## src/rtl/baud_pkg.sv

```systemverilog
package baud_pkg;

    // Sixteen sub-samples per bit; the fractional extension indexes them.
    localparam int SUB_IDX_W = 4;
    localparam int SUBS_PER_BIT = 1 << SUB_IDX_W;

    // Which divisor word a write targets.
    typedef enum logic [1:0] {
        SEL_NONE = 2'd0,
        SEL_LOW  = 2'd1,
        SEL_HIGH = 2'd2
    } reg_sel_e;

    // The two strobes leaving the block.
    typedef struct packed {
        logic sample;
        logic bit_end;
    } tick_t;

    // A sub-sample is stretched by one clock when its index is below ext.
    function automatic logic sub_is_long(input logic [SUB_IDX_W-1:0] sub,
                                         input logic [SUB_IDX_W-1:0] ext);
        return sub < ext;
    endfunction

endpackage

```

## src/rtl/baud_cfg_regs.sv

```systemverilog
module baud_cfg_regs
    import baud_pkg::*;
#(
    parameter int DATA_W   = 16,
    parameter int DIV_LO_W = 8,
    parameter int DIV_HI_W = 8,
    parameter int ADDR_W   = 2,
    parameter int LO_ADDR  = 0,
    parameter int HI_ADDR  = 1,
    localparam int DIV_W   = DIV_LO_W + DIV_HI_W,
    localparam int EXT_LSB = DATA_W - SUB_IDX_W
) (
    input  logic                 clk,
    input  logic                 rst,
    input  logic                 wr_en,
    input  logic [ADDR_W-1:0]    wr_addr,
    input  logic [DATA_W-1:0]    wr_data,
    output logic [DIV_W-1:0]     div,
    output logic [SUB_IDX_W-1:0] ext,
    output logic                 restart
);

    reg_sel_e sel;

    always_comb begin
        sel = SEL_NONE;
        if (wr_en) begin
            if (wr_addr == ADDR_W'(LO_ADDR))
                sel = SEL_LOW;
            else if (wr_addr == ADDR_W'(HI_ADDR))
                sel = SEL_HIGH;
        end
    end

    assign restart = (sel != SEL_NONE);

    always_ff @(posedge clk) begin
        if (rst) begin
            div <= '0;
            ext <= '0;
        end else begin
            case (sel)
                SEL_LOW: begin
                    div[DIV_LO_W-1:0] <= wr_data[DIV_LO_W-1:0];
                    ext               <= wr_data[EXT_LSB +: SUB_IDX_W];
                end
                SEL_HIGH: begin
                    div[DIV_W-1:DIV_LO_W] <= wr_data[DIV_HI_W-1:0];
                end
                default: begin
                end
            endcase
        end
    end

endmodule

```

## src/rtl/baud_sub_counter.sv

```systemverilog
module baud_sub_counter #(
    parameter int DIV_W   = 16,
    localparam int CNT_W  = DIV_W + 1
) (
    input  logic             clk,
    input  logic             rst,
    input  logic             restart,
    input  logic [DIV_W-1:0] div,
    input  logic             extend,
    output logic             sample
);

    logic [CNT_W-1:0] cnt;
    logic [CNT_W-1:0] last;

    // Final count of this sub-sample: div, or div+1 when stretched.
    assign last   = {1'b0, div} + {{DIV_W{1'b0}}, extend};
    assign sample = (cnt == last);

    always_ff @(posedge clk) begin
        if (rst || restart)
            cnt <= '0;
        else if (sample)
            cnt <= '0;
        else
            cnt <= cnt + 1'b1;
    end

endmodule

```

## src/rtl/baud_bit_counter.sv

```systemverilog
module baud_bit_counter
    import baud_pkg::*;
(
    input  logic                 clk,
    input  logic                 rst,
    input  logic                 restart,
    input  logic                 sample,
    input  logic [SUB_IDX_W-1:0] ext,
    output logic                 extend,
    output logic                 bit_end
);

    logic [SUB_IDX_W-1:0] sub;

    assign extend  = sub_is_long(sub, ext);
    assign bit_end = sample && (sub == SUB_IDX_W'(SUBS_PER_BIT - 1));

    always_ff @(posedge clk) begin
        if (rst || restart)
            sub <= '0;
        else if (sample)
            sub <= sub + 1'b1;
    end

endmodule

```

## src/rtl/fractional_baud_gen.sv

```systemverilog
module fractional_baud_gen
    import baud_pkg::*;
#(
    parameter int DATA_W   = 16,
    parameter int DIV_LO_W = 8,
    parameter int DIV_HI_W = 8,
    parameter int ADDR_W   = 2,
    parameter int LO_ADDR  = 0,
    parameter int HI_ADDR  = 1,
    localparam int DIV_W   = DIV_LO_W + DIV_HI_W
) (
    input  logic              clk,
    input  logic              rst,
    input  logic              wr_en,
    input  logic [ADDR_W-1:0] wr_addr,
    input  logic [DATA_W-1:0] wr_data,
    output logic              sample_tick,
    output logic              bit_tick
);

    logic [DIV_W-1:0]     cfg_div;
    logic [SUB_IDX_W-1:0] cfg_ext;
    logic                 restart;
    logic                 extend;
    tick_t                ticks;

    baud_cfg_regs #(
        .DATA_W   (DATA_W),
        .DIV_LO_W (DIV_LO_W),
        .DIV_HI_W (DIV_HI_W),
        .ADDR_W   (ADDR_W),
        .LO_ADDR  (LO_ADDR),
        .HI_ADDR  (HI_ADDR)
    ) u_regs (
        .clk     (clk),
        .rst     (rst),
        .wr_en   (wr_en),
        .wr_addr (wr_addr),
        .wr_data (wr_data),
        .div     (cfg_div),
        .ext     (cfg_ext),
        .restart (restart)
    );

    baud_sub_counter #(
        .DIV_W (DIV_W)
    ) u_sub (
        .clk     (clk),
        .rst     (rst),
        .restart (restart),
        .div     (cfg_div),
        .extend  (extend),
        .sample  (ticks.sample)
    );

    baud_bit_counter u_bit (
        .clk     (clk),
        .rst     (rst),
        .restart (restart),
        .sample  (ticks.sample),
        .ext     (cfg_ext),
        .extend  (extend),
        .bit_end (ticks.bit_end)
    );

    assign sample_tick = ticks.sample;
    assign bit_tick    = ticks.bit_end;

endmodule

```

## config.mk

```make
export PLATFORM = sky130hd
export DESIGN_NAME = fractional_baud_gen
export DESIGN_NICKNAME = d
export VERILOG_FILES = /design/src/rtl/baud_pkg.sv /design/src/rtl/baud_cfg_regs.sv /design/src/rtl/baud_sub_counter.sv /design/src/rtl/baud_bit_counter.sv /design/src/rtl/fractional_baud_gen.sv
export SDC_FILE = /design/constraint.sdc
export NUM_CORES = 1
export LEC_CHECK = 0
export ABC_AREA = 1
export CAP_MARGIN = 5
export CORE_UTILIZATION = 57
export DETAILED_ROUTE_END_ITERATION = 8
export DONT_BUFFER_PORTS = 1
export PLACE_DENSITY = 0.82
export REMOVE_ABC_BUFFERS = 1
export SYNTH_ARGS = -nofsm -noshare
export SYNTH_HDL_FRONTEND = slang
export SYNTH_HIERARCHICAL = 1
export SYNTH_SLANG_ARGS = --single-unit
```

## constraint.sdc

```tcl
create_clock -name clk -period 2.73 [get_ports clk]
set_input_delay 0.1365 -clock clk [delete_from_list [all_inputs] [get_ports clk]]
set_output_delay 0.1365 -clock clk [all_outputs]
set_load 0.1 [all_outputs]
```

==> results.txt, run 1 <==
The slew at the pin closest to its max-slew limit came out at 0.790 ns. The largest voltage drop on the vdd net came out at 0.360 mV. The H-tree level count came out at 2. The run finished, with violations left. In this run the power density over the cells is 449 nW/um^2. The smallest setup slack after layout came out at -0.414 ns. Of the available clock period, the critical path in the final layout requires 115%. The library cell contributing the largest single delay on the critical path is sky130_fd_sc_hd__dfxtp_2. The design draws 1.44 mW. For this run, the number of standard cells in the final layout without fillers is 490. The delay of the slowest cell on the worst path came out at 0.35 ns.

The destination of the worst register-to-register timing path is u_bit/sub[3]. The per-instance average area after synthesis is 6.46 sq um. The clock sink count is 41. The count of warnings emitted by yosys came out at 6. The count of final hold-check violations is 0.

The path class of the tightest hold or removal check is primary input to register. The total of buffers placed on input and output ports is 0. The proportion of layout cells with a drive suffix above 1 is 18.7%. After clock tree synthesis, the clock-pin slew on the worst setup and hold paths is 0.08 ns. The layout net count is 465. The wire length of the first global-routing pass is 9.78 mm. The smallest clock period supported by the final layout is computed as 3.14 ns.

Max-cap violations in this run came to 0. The required time of the critical path is 2.59 ns. The maximum count of clock buffers along a single path came out at 2.

Counting distinct cell types in the post-synthesis netlist gives 29. 23 I/O pins were placed. For this run the aggregate overflow at the end of global routing stands at 0. Leaving out fill and tap cells, the most frequent cell in the layout is sky130_fd_sc_hd__nand2_1. The placement row count came out at 24.

The number of instances on the worst hold path is 2. The final weighted congestion of routability-driven global placement is 0.861. The total iterations of the first detailed-routing run came out at 5.

Derived from the worst setup path, the maximum achievable clock frequency is 318 MHz. The synthesized cell area is 2660 sq um. The area of the die came out at 4950 sq um. The setup TNS came out at -1.19 ns. The cell count of the worst reg-to-reg path is 26. The register area is 827 sq um.

The sequential cell area fraction in the yosys report is 30.8%. The worst setup path is captured at an output port. For the worst setup path, the data arrival time is 3.01 ns. The number of register bits inferred by synthesis came out at 41.

The setup slack of the worst register-to-register path came out at -0.23 ns. The pre-CTS setup slack is -0.286 ns. The global-route usage over all layers came out at 24.5%.

The antenna diode count is 0. The count of placed standard cells including taps is 468. The initial antenna violation count is 0.

Counting every instance in the synthesized netlist gives 412. The number of DRC markers in iteration 0 is 175. The number of setup violations in the final report is 6. The path with the worst hold slack has its endpoint at u_regs/div[0].

Clock tree synthesis inserted a total of 5 buffers. The via density per instance came out at 5.31. The leakage power is 1.38 nW.

The area used by multi-input combinational logic is 1690 sq um. In this run the horizontal extent of the chip is 70.3 um. At the later pin of the worst-skew pair, clock insertion delay measures 0.30 ns. In this run the most critical hold path is launched from wr_en.

Counting stages on the worst path, the most repeated cell is sky130_fd_sc_hd__nand2_1. The pin count of the biggest net entering global routing is 27. The DRC violation count after routing came out at 0.

The clock tree skew after final layout is 0.00902 ns. Walking the worst path, the cells encountered are inv_2 -> ha_4 -> a21o_1 -> a21oi_2 -> ha_2 -> ha_4 -> buf_4 -> inv_1 -> nand2_1 -> nand2_1 -> nand2_1 -> nand2_1 -> nor2_1 -> nand3_1 -> nor2_1 -> nand2_1 -> nor2_2 -> nand2_2 -> inv_2 -> nand3_4 -> nor2_4 -> buf_12. In the final routed layout, each cell accounts on average for 12.4 um. TritonCTS built the clock tree. The aggregate routed wire length came out at 6.10 mm. STA classifies the critical path startpoint as a register. The height of the die came out at 70.3 um. Detailed placement ended at an HPWL of 3.85 mm. The final reports fail on setup timing. The max-slew violation count came out at 0. In the layout the commonest cells are sky130_fd_sc_hd__nand2_1 (92), sky130_fd_sc_hd__nor2_1 (66), sky130_fd_sc_hd__inv_1 (62).

The layout-stage area growth over the synthesis result is 20.5%. The number of global-route vias before repair came out at 2341. The critical path is of the register to output port type. In this run the standard cell core region covers 4410 sq um. The source of the worst register-to-register timing path is u_regs/ext[3].

CTS placed an instance of sky130_fd_sc_hd__clkbuf_8 at the clock tree root. The number of routed nets with antenna violations is 0. The number of fill cells in the layout is 303. Setup repair after global routing could not meet its margin everywhere.

The worst slew slack as a fraction of its limit came out at 47.1%. The top fanout value on the critical path is 3. The overall via count from detail_route came out at 2600. Hold is met by 0.00566 ns. The initial core utilization is 60.3%.
[how the worst max path moves through the flow]
stage | slack (ns) | startpoint | to | depth (start not counted)
after floorplan | -1.75 | u_regs/ext[3] | bit_tick | 20
after global placement | -0.14 | u_regs/ext[3] | bit_tick | 21
after detailed placement | -0.29 | u_regs/ext[3] | u_bit/sub[3] | 24
after CTS | -0.34 | u_regs/ext[3] | bit_tick | 21
after global routing | -0.56 | u_regs/ext[3] | bit_tick | 19
final | -0.41 | u_regs/ext[3] | bit_tick | 22
[cell type report]
cell class,instances,area share [%]
sequential,41,25.8
multi-input combinational,296,52.5
timing repair buffer,26,8.11
tap,52,2.03
clock inverter,1,0.936
inverter,67,7.92
clock buffer,7,2.69
[timing repair]
| item | 4_1_cts | 5_1_grt |
|---|---|---|
| hold buffers | 9 | 1 |
| setup buffers | 1 | 2 |
| hold endpoints to repair | 9 | 1 |
| cloned | 0 | 1 |
| pin swaps | 18 | 12 |
| gates resized for setup | 22 | 28 |
| setup endpoints to repair | 23 | 23 |
[critical path, delay by kind of cell (launching register included)]
family	cells	cell delay, ns
flops	1	0.35
compound gates	2	0.29
buf+inv	5	0.47
fa+ha+maj	3	0.59
simple gates	12	1.01
[flip-flops by register name (all words and copies together), names as in the netlist]
| register | count |
|---|---|
| u_regs/ext | 4 |
| u_sub/cnt | 17 |
| u_bit/sub | 4 |
| u_regs/div | 16 |
[report_power, final]
group | switching (mW) | internal [mW] | leakage (nW)
sequential | 0.0271 | 0.622 | 0.336
clock | 0.206 | 0.298 | 0.0585
combinational | 0.164 | 0.122 | 0.986
total | 0.397 | 1.04 | 1.38
[metrics by stage]
step	instance area [sq um]	utilization (%)
CTS	3070	69.6
finish	3210	72.7
global route	3210	72.7
detailed placement	2770	62.7
floorplan	2580	-
global placement	2770	62.7
[Yosys cell counts (all sizes together)]
library cell | instances | area share [%]
inv | 67 | 9.4
buf | 7 | 2.7
clkbuf | 2 | 0.42
a21o | 1 | 0.28
nand2 | 107 | 16
nand3b | 3 | 0.85
o21ai | 4 | 0.75
nand3 | 38 | 7.8
a21oi | 16 | 3.0
dfxtp | 41 | 31
nor2 | 86 | 14
o21bai | 1 | 0.28
xnor2 | 7 | 2.3
nor3 | 2 | 0.38
nand4 | 6 | 1.4
xor2 | 15 | 4.9
xnor3 | 1 | 0.85
nor4 | 1 | 0.24
ha | 7 | 3.3
[per-layer routing]
layer / wire, um / track usage, % / vias up
li1: - / - / 1308
met5: 0 / 0 / -
met3: 359 / 6.20 / 9
met1: 2660 / 30.5 / 1205
met4: 68 / 5.33 / 0
met2: 3010 / 42.2 / 78
[cell families after synthesis]
kind of cell               after synthesis  synth area share [%]
buffers and inverters                   76                  12.6
DFF                                     41                  30.8
AOI/OAI and AO/OA                       22                  4.33
and+or+nand+nor                        243                  40.9
xor gates and xnor gates                23                  8.09
adders and majority gates                7                  3.29
(Power assumes the default switching activity.)
==> run 2, diff against run 1 <==
--- a/config.mk
+++ b/config.mk
@@ -14,5 +14,4 @@
 export REMOVE_ABC_BUFFERS = 1
 export SYNTH_ARGS = -nofsm -noshare
 export SYNTH_HDL_FRONTEND = slang
-export SYNTH_HIERARCHICAL = 1
 export SYNTH_SLANG_ARGS = --single-unit
==> results.txt, run 2 <==
The count of warnings emitted by yosys came out at 0. The proportion of layout cells with a drive suffix above 1 came out at 30.1%. In the synthesized netlist the dominant register cell turns out to be sky130_fd_sc_hd__dfxtp_1.

The routed design could run at a clock period as short as 3.23 ns. TritonCTS built the clock tree. Ranked by total cell area, the synthesized netlist is headed by sky130_fd_sc_hd__dfxtp_1 (31%), sky130_fd_sc_hd__nand2_1 (12%), sky130_fd_sc_hd__inv_1 (7.1%). The arrival time of data at the critical path endpoint is 3.09 ns.

The power per cell area is 476 nW/um^2. In this design, the critical path's most frequently occurring cell is sky130_fd_sc_hd__nor2_4. The total iterations of the first detailed-routing run came out at 6.

The number of enable-type register cells in the synthesized netlist is 0. For the pin with the worst max-slew slack, the measured transition is 0.586 ns. In the synthesized netlist, the cells that appear most often are sky130_fd_sc_hd__nand2_1 (87), sky130_fd_sc_hd__inv_1 (50), sky130_fd_sc_hd__nor2_1 (46), sky130_fd_sc_hd__dfxtp_1 (41), sky130_fd_sc_hd__nand3_1 (26). The largest voltage drop on the vdd net is 0.373 mV. The total of buffers placed on input and output ports is 0.

The H-tree level count came out at 2. The antenna diode count came out at 0. The initial core utilization is 59.7%. The max-capacitance violation count came out at 0. The number of global-route vias before repair is 2583. The leading cell type in the layout, fill and taps excluded is sky130_fd_sc_hd__nand2_1. The fraction of registers with async set or reset after synthesis is 0%. The signal on the critical path passes through inv_1 -> ha_1 -> a21o_1 -> a21oi_2 -> ha_4 -> ha_4 -> nand2_4 -> nor2_4 -> nand2_2 -> o21bai_4 -> nand2_1 -> nor2_2 -> nand2_2 -> nor2_8 -> inv_2 -> nor2_4 -> nand3_2 -> nor2_4 -> buf_12. The number of register bits inferred by synthesis is 41.

The top fanout value on the critical path came out at 5. In the layout the commonest cells are sky130_fd_sc_hd__nand2_1 (79), sky130_fd_sc_hd__inv_1 (48), sky130_fd_sc_hd__nor2_1 (41). Using the TritonRoute via totals, the vias-per-cell ratio works out to 5.68. The flow ran to the end, but the final reports show violations. For this design the static power due to leakage is 1.41 nW. The sequential cell area fraction in the yosys report came out at 31.1%.

Clock-pin slew was measured on the worst setup and hold paths at 0.09 ns. Summed over all layers, the routed wires come to 8.08 mm. For this block, the via count after detailed routing is 2726. The area used by multi-input combinational logic is 1840 sq um. The height of the die is 70.0 um.

The required time of the critical path is 2.59 ns. The final weighted congestion of routability-driven global placement came out at 0.898. Counting the fill cells in the layout gives 271. Setup repair after global routing could not meet its margin everywhere. 23 I/O pins were placed.

Cells fill 78.6% of the core in the end. The number of routed nets with antenna violations is 0. The wire length of the first global-routing pass came out at 12.1 mm.

The core area is 4410 sq um. The layout net count is 455. The clock drives 41 sinks. In the final layout, the registers with the most flip-flops are u_sub.cnt x17, u_regs.div x16. The checks that failed: setup timing.

The synthesized design spends more area on one cell type than any other, namely sky130_fd_sc_hd__dfxtp_1. The per-instance average area after synthesis is 6.88 sq um. The layout-stage area growth over the synthesis result is 31.6%. The fraction of post-synthesis cell area in the top cell type by area came out at 31.1%. STA classifies the critical path startpoint as a register.

The number of setup violations in the final report came out at 23. The synthesized cell area is 2640 sq um. Of the available clock period, the critical path in the final layout requires 118%. The floorplan has 24 rows. Based on the critical path, the design can be clocked at up to 310 MHz.

The floorplan step defined a die boundary enclosing 4900 sq um. The initial antenna violation count is 0. The floorplan step set the die width to 70.0 um.

The clock tree skew after final layout came out at 0.00888 ns. The clock insertion delay at the later pin of the skew report is 0.31 ns. The buffer cell driving the clock tree root is sky130_fd_sc_hd__clkbuf_8. The number of DRC markers in iteration 0 came out at 228. The number of buffers and inverters on the critical path is 3. The worst hold-check path type is primary input to register. The endpoint type of the worst setup path is an output port. The slowest stage of the critical path is the sky130_fd_sc_hd__dfxtp_1 cell. The clock passes through at most 2 buffers. The delay of the slowest cell on the worst path is 0.32 ns. The cell family contributing the most delay on the critical path is simple AND/OR/NAND/NOR gates. In the post-route analysis, the smallest setup slack over all paths is -0.498 ns. The count of final hold-check violations is 0. After detailed routing, the average wire length per cell comes to 16.8 um. The global-route usage over all layers is 32.2%. The max-slew violation count is 0. The smallest hold slack is 0.00441 ns.

The register containing the most flip-flops in the final layout is u_sub.cnt. The pin count of the biggest net entering global routing is 22. The critical path class is register to output port. The DRC violation count after routing is 0. The total congestion overflow after global routing came out at 0. The unique cell type count in the Yosys netlist is 31. The number of buffers inserted during clock tree synthesis came out at 5. The register with the most flip-flops in the layout has 17 of them. The most common cell in the synthesized netlist is sky130_fd_sc_hd__nand2_1. Across the whole layout, storage elements account for 823 sq um.

In the synthesized netlist, the number of instances is 383. The worst slew slack as a fraction of its limit came out at 60.9%. The placed wire-length estimate after detailed placement came out at 4.66 mm.
==> run 2: cell types whose count changed after synthesis, moves of 5 or more <==
cell                      previous run  this run
sky130_fd_sc_hd__inv_1              67        50
sky130_fd_sc_hd__nor2_2             10         5
sky130_fd_sc_hd__nor3_1              2        11
sky130_fd_sc_hd__nand3_1            36        26
sky130_fd_sc_hd__xor2_1             15        10
sky130_fd_sc_hd__nor2_4              4        12
sky130_fd_sc_hd__nand2_1            99        87
sky130_fd_sc_hd__nor2_1             72        46
sky130_fd_sc_hd__o21ai_0             4        22
==> run 2: timing repair <==
action	4_1_cts	5_1_grt
pin swaps	30	32
hold buffers	5	0
resized for setup	53	18
setup buffers	23	7
endpoints found under the setup margin	23	23
hold endpoints to repair	5	0
gates cloned	2	0
==> run 2: where the power goes <==
part | internal, mW | total (mW) | switching [mW] | leakage [nW]
clock network | 0.298 | 0.539 | 0.242 | 0.0574
registers | 0.622 | 0.653 | 0.0315 | 0.334
logic | 0.210 | 0.460 | 0.250 | 1.02
total | 1.13 | 1.65 | 0.523 | 1.41
==> run 2: kinds of logic (layout without fill, tap and decap cells) <==
| family | after synthesis | count (layout) | share of synthesized area (%) |
|---|---|---|---|
| compound gates | 49 | 49 | 11.9 |
| xor+xnor | 18 | 18 | 5.98 |
| simple gates | 207 | 209 | 38.3 |
| buf+inv | 61 | 104 | 9.40 |
| flops | 41 | 41 | 31.1 |
| fa+ha+maj | 7 | 7 | 3.32 |
==> run 2: cell type report <==
type,count,share of cell area [%]
multi-input cells,283,53.1
inverters,53,5.73
clock buffers,6,2.38
well taps,52,1.88
repair buffers,43,12.1
clock inverters,2,1.08
flip-flops and latches,41,23.7
==> run 2: worst paths after layout <==
kind	slack, ns	cells after the start	startpoint	endpoint
setup / recovery	-0.50	19	u_regs.ext[2]	bit_tick
hold / removal	0.004	2	wr_data[1]	u_regs.div[9]
setup reg to reg	-0.43	23	u_regs.ext[2]	u_sub.cnt[4]
hold reg to reg	0.53	1	u_sub.cnt[0]	u_sub.cnt[0]
==> run 2: stage by stage <==
step	cells	cell area (sq um)	power [mW]	setup slack (ns)	setup TNS [ns]
2_1_floorplan	375	2590	0.851	-1.93	-3.10
3_3_place_gp	447	2830	0.928	-0.321	-6.21
3_5_place_dp	447	2830	0.938	-0.463	-9.27
4_1_cts	476	3370	1.60	-0.578	-7.24
5_1_grt	480	3470	1.70	-0.661	-12.66
6_report	480	3470	1.65	-0.498	-8.76
==> run 2: metal layers <==
layer	global-route usage (%)	up-vias	part of all wire, %
met5	0	-	0
met2	54.9	106	51
met3	8.23	32	6.6
li1	-	1296	-
met1	35.9	1292	38
met4	19.6	0	4.6
==> run 3, diff against run 2 <==
--- a/config.mk
+++ b/config.mk
@@ -7,10 +7,10 @@
 export LEC_CHECK = 0
 export ABC_AREA = 1
 export CAP_MARGIN = 5
-export CORE_UTILIZATION = 57
+export CORE_UTILIZATION = 63
 export DETAILED_ROUTE_END_ITERATION = 8
 export DONT_BUFFER_PORTS = 1
-export PLACE_DENSITY = 0.82
+export PLACE_DENSITY = 0.86
 export REMOVE_ABC_BUFFERS = 1
 export SYNTH_ARGS = -nofsm -noshare
 export SYNTH_HDL_FRONTEND = slang
==> constraint.sdc (replaced) <==
create_clock -name clk -period 3.25 [get_ports clk]
set_input_delay 0.1625 -clock clk [delete_from_list [all_inputs] [get_ports clk]]
set_output_delay 0.1625 -clock clk [all_outputs]
set_load 0.1 [all_outputs]
==> results.txt, run 3 (synthesis results as in run 2) <==
The layout net count is 428. The initialized floorplan defines 23 standard-cell rows. The number of global-route vias before repair came out at 2150.

The overall die width is 66.7 um. The final critical path time including I/O delays and setup came out at 3.41 ns. Along the worst path, the maximum fanout reaches 5.

The delay of the slowest cell on the worst path came out at 0.33 ns. The proportion of layout cells with a drive suffix above 1 is 21.9%. The aggregate routed wire length is 6.02 mm. The critical path class is register to output port.

The total of buffers placed on input and output ports came out at 0. The wire length of the first global-routing pass came out at 9.30 mm. The worst hold-check path type is primary input to register. The number of buffers added to fix hold violations after cts is 0. Across all setup checks in the final design, the least slack found is -0.156 ns.

Total power for the finished layout comes to 1.26 mW. TritonCTS built the clock tree. The clock net in this run drives a total of 41 sinks. The final reports fail on setup timing.

The HPWL after detailed placement is 4.35 mm. In this run the vertical extent of the chip is 66.7 um. The layout-stage area growth over the synthesis result came out at 16.5%. The cell repeated most along the worst path is sky130_fd_sc_hd__nor2_4. The max-slew violation count came to 0. The count of final hold-check violations came out at 0. The leading cell type in the layout, fill and taps excluded is sky130_fd_sc_hd__nand2_1. Summed over all cells, the static leakage comes to 1.25 nW. The source of the worst register-to-register timing path is u_regs.ext[1]. In the global route stage, overall resource usage came out at 28.4%. For the pin with the worst max-slew slack, the measured transition is 0.531 ns. The signal on the critical path passes through inv_2 -> ha_4 -> o21ai_2 -> nand2_1 -> a21o_1 -> a21oi_2 -> ha_2 -> ha_4 -> nand2_4 -> nor2_4 -> nand2_1 -> nand2_1 -> nand3_2 -> a21oi_2 -> nand2_2 -> nor2_4 -> nand2_2 -> nor2_4 -> nand3_2 -> nor2_4 -> buf_12. Static timing analysis puts the maximum clock frequency at 294 MHz. The area of the die is 4450 sq um. The via density per instance came out at 5.49. No sink is reached through more buffers than the 2 on the longest clock path.

The initial antenna violation count came out at 0. The clock insertion delay at the later pin of the skew report came out at 0.30 ns. The tool flagged a number of max-cap violations equal to 0. The average wire length per cell after detail routing came out at 13.4 um.

The setup TNS is -0.194 ns. Data on the critical path is required at its endpoint by 3.09 ns. The clock tree skew after final layout is 0.0102 ns. The DRC violation count after routing came out at 0. The register containing the most flip-flops in the final layout is u_sub.cnt. For this configuration, the core starts out at a cell density of 65.9%. The congestion estimate from routability-driven global placement came to 0.911. STA classifies the critical path endpoint as an output port.

The H-tree was split into 2 levels. The number of setup violations in the final report came out at 2. The flow ran to the end, but the final reports show violations. The pin count of the biggest net entering global routing is 22. The number of buffers inserted during clock tree synthesis came out at 5.

0 antenna diodes ended up in the layout. In this run the worst setup path begins at u_regs.ext[1]. The library cell contributing the largest single delay on the critical path is sky130_fd_sc_hd__dfxtp_2. The total iterations of the first detailed-routing run is 4. The worst slew slack as a fraction of its limit is 64.6%. In the layout the commonest cells are sky130_fd_sc_hd__nand2_1 (82), sky130_fd_sc_hd__inv_1 (48), sky130_fd_sc_hd__nor2_1 (42). The largest registers in the layout are u_sub.cnt x17, u_regs.div x16.

The startpoint type of the worst setup path is a register. After the first detailed-routing iteration, the DRC count stood at 139. The number of flip-flops under the largest register name is 17.

The startpoint identified for the worst hold timing path is wr_data[0]. The arrival time of data at the critical path endpoint is 3.24 ns. Clock tree synthesis selected as its root buffer the cell sky130_fd_sc_hd__clkbuf_8. The power per cell area came out at 409 nW/um^2. The share of the cycle needed by the critical path after routing came out at 105%. The clock slew at the register clock pins of the worst setup and hold paths is 0.09 ns.

The worst-case IR drop observed on VDD is 0.327 mV. The number of routed nets with antenna violations is 0. The detailed router placed 2478 vias in this run. The total congestion overflow after global routing is 0. The I/O pin count is 23. Setup repair after global routing could not meet its margin everywhere. The core area came out at 4000 sq um.
==> run 3: changes by cell type in the layout (fill, tap and decap cells not counted), moves of 4 or more <==
cell | before | now
sky130_fd_sc_hd__dlygate4sd3_1 | 5 | 0
sky130_fd_sc_hd__buf_6 | 9 | 0
sky130_fd_sc_hd__buf_4 | 25 | 14
sky130_fd_sc_hd__nor3_2 | 6 | 0
sky130_fd_sc_hd__nor3_1 | 5 | 11
sky130_fd_sc_hd__nand3_2 | 8 | 4
sky130_fd_sc_hd__nand3_1 | 18 | 23
==> run 3: per-layer routing <==
layer | vias up | GRT usage, % | share of wire (%)
li1 | 1238 | - | -
met1 | 1153 | 33.5 | 42
met2 | 67 | 49.6 | 50
met3 | 20 | 6.34 | 4.1
met4 | 0 | 10.4 | 3.8
met5 | - | 0 | 0
==> run 3: worst max-delay path: cells and delay by family, from the launching register on <==
family                     cells  cell delay, ns
AOI/OAI and AO/OA              4            0.57
and+or+nand+nor               12            1.19
adders and majority gates      3            0.60
DFF                            1            0.33
buffers and inverters          2            0.24
==> run 3: what timing repair did <==
| action | in CTS | in global routing |
|---|---|---|
| pin swaps | 9 | 19 |
| setup endpoints to repair | 3 | 9 |
| gates resized for setup | 17 | 16 |
| buffers inserted | 8 | 0 |
| gates cloned | 0 | 0 |
==> run 3: per-stage QoR <==
stage | cell area [sq um] | hold WS, ns | setup slack (ns) | util (%) | std cells
4_1_cts | 3010 | 0.00749 | -0.193 | 75.3 | 451
3_5_place_dp | 2770 | 0.317 | -0.0787 | 69.1 | 435
6_report | 3070 | 0.00860 | -0.156 | 76.8 | 451
5_1_grt | 3070 | 0.00815 | -0.289 | 76.8 | 451
3_3_place_gp | 2770 | 0.304 | 0.0461 | 69.1 | 435
2_1_floorplan | 2590 | 0.297 | -1.44 | - | 375
==> run 3: final timing paths <==
check,to,slack [ns],cells after the start
min,u_regs.div[0],0.009,2
max reg2reg,u_sub.cnt[6],0.16,22
max,bit_tick,-0.16,21
min reg2reg,u_regs.ext[2],0.47,2
==> run 3: layout make-up <==
class	count	area, sq um
multi-input cells	281	1680
clock inverters	2	37.5
inverters	53	199
well taps	50	62.6
clock buffers	6	82.6
fillers	294	928
flip-flops and latches	41	823
repair buffers	18	185
==> run 3: power breakdown <==
| group | internal, mW | total (mW) | switching, mW |
|---|---|---|---|
| registers | 0.522 | 0.546 | 0.0242 |
| logic | 0.117 | 0.275 | 0.157 |
| clock network | 0.250 | 0.437 | 0.187 |
| total | 0.889 | 1.26 | 0.368 |
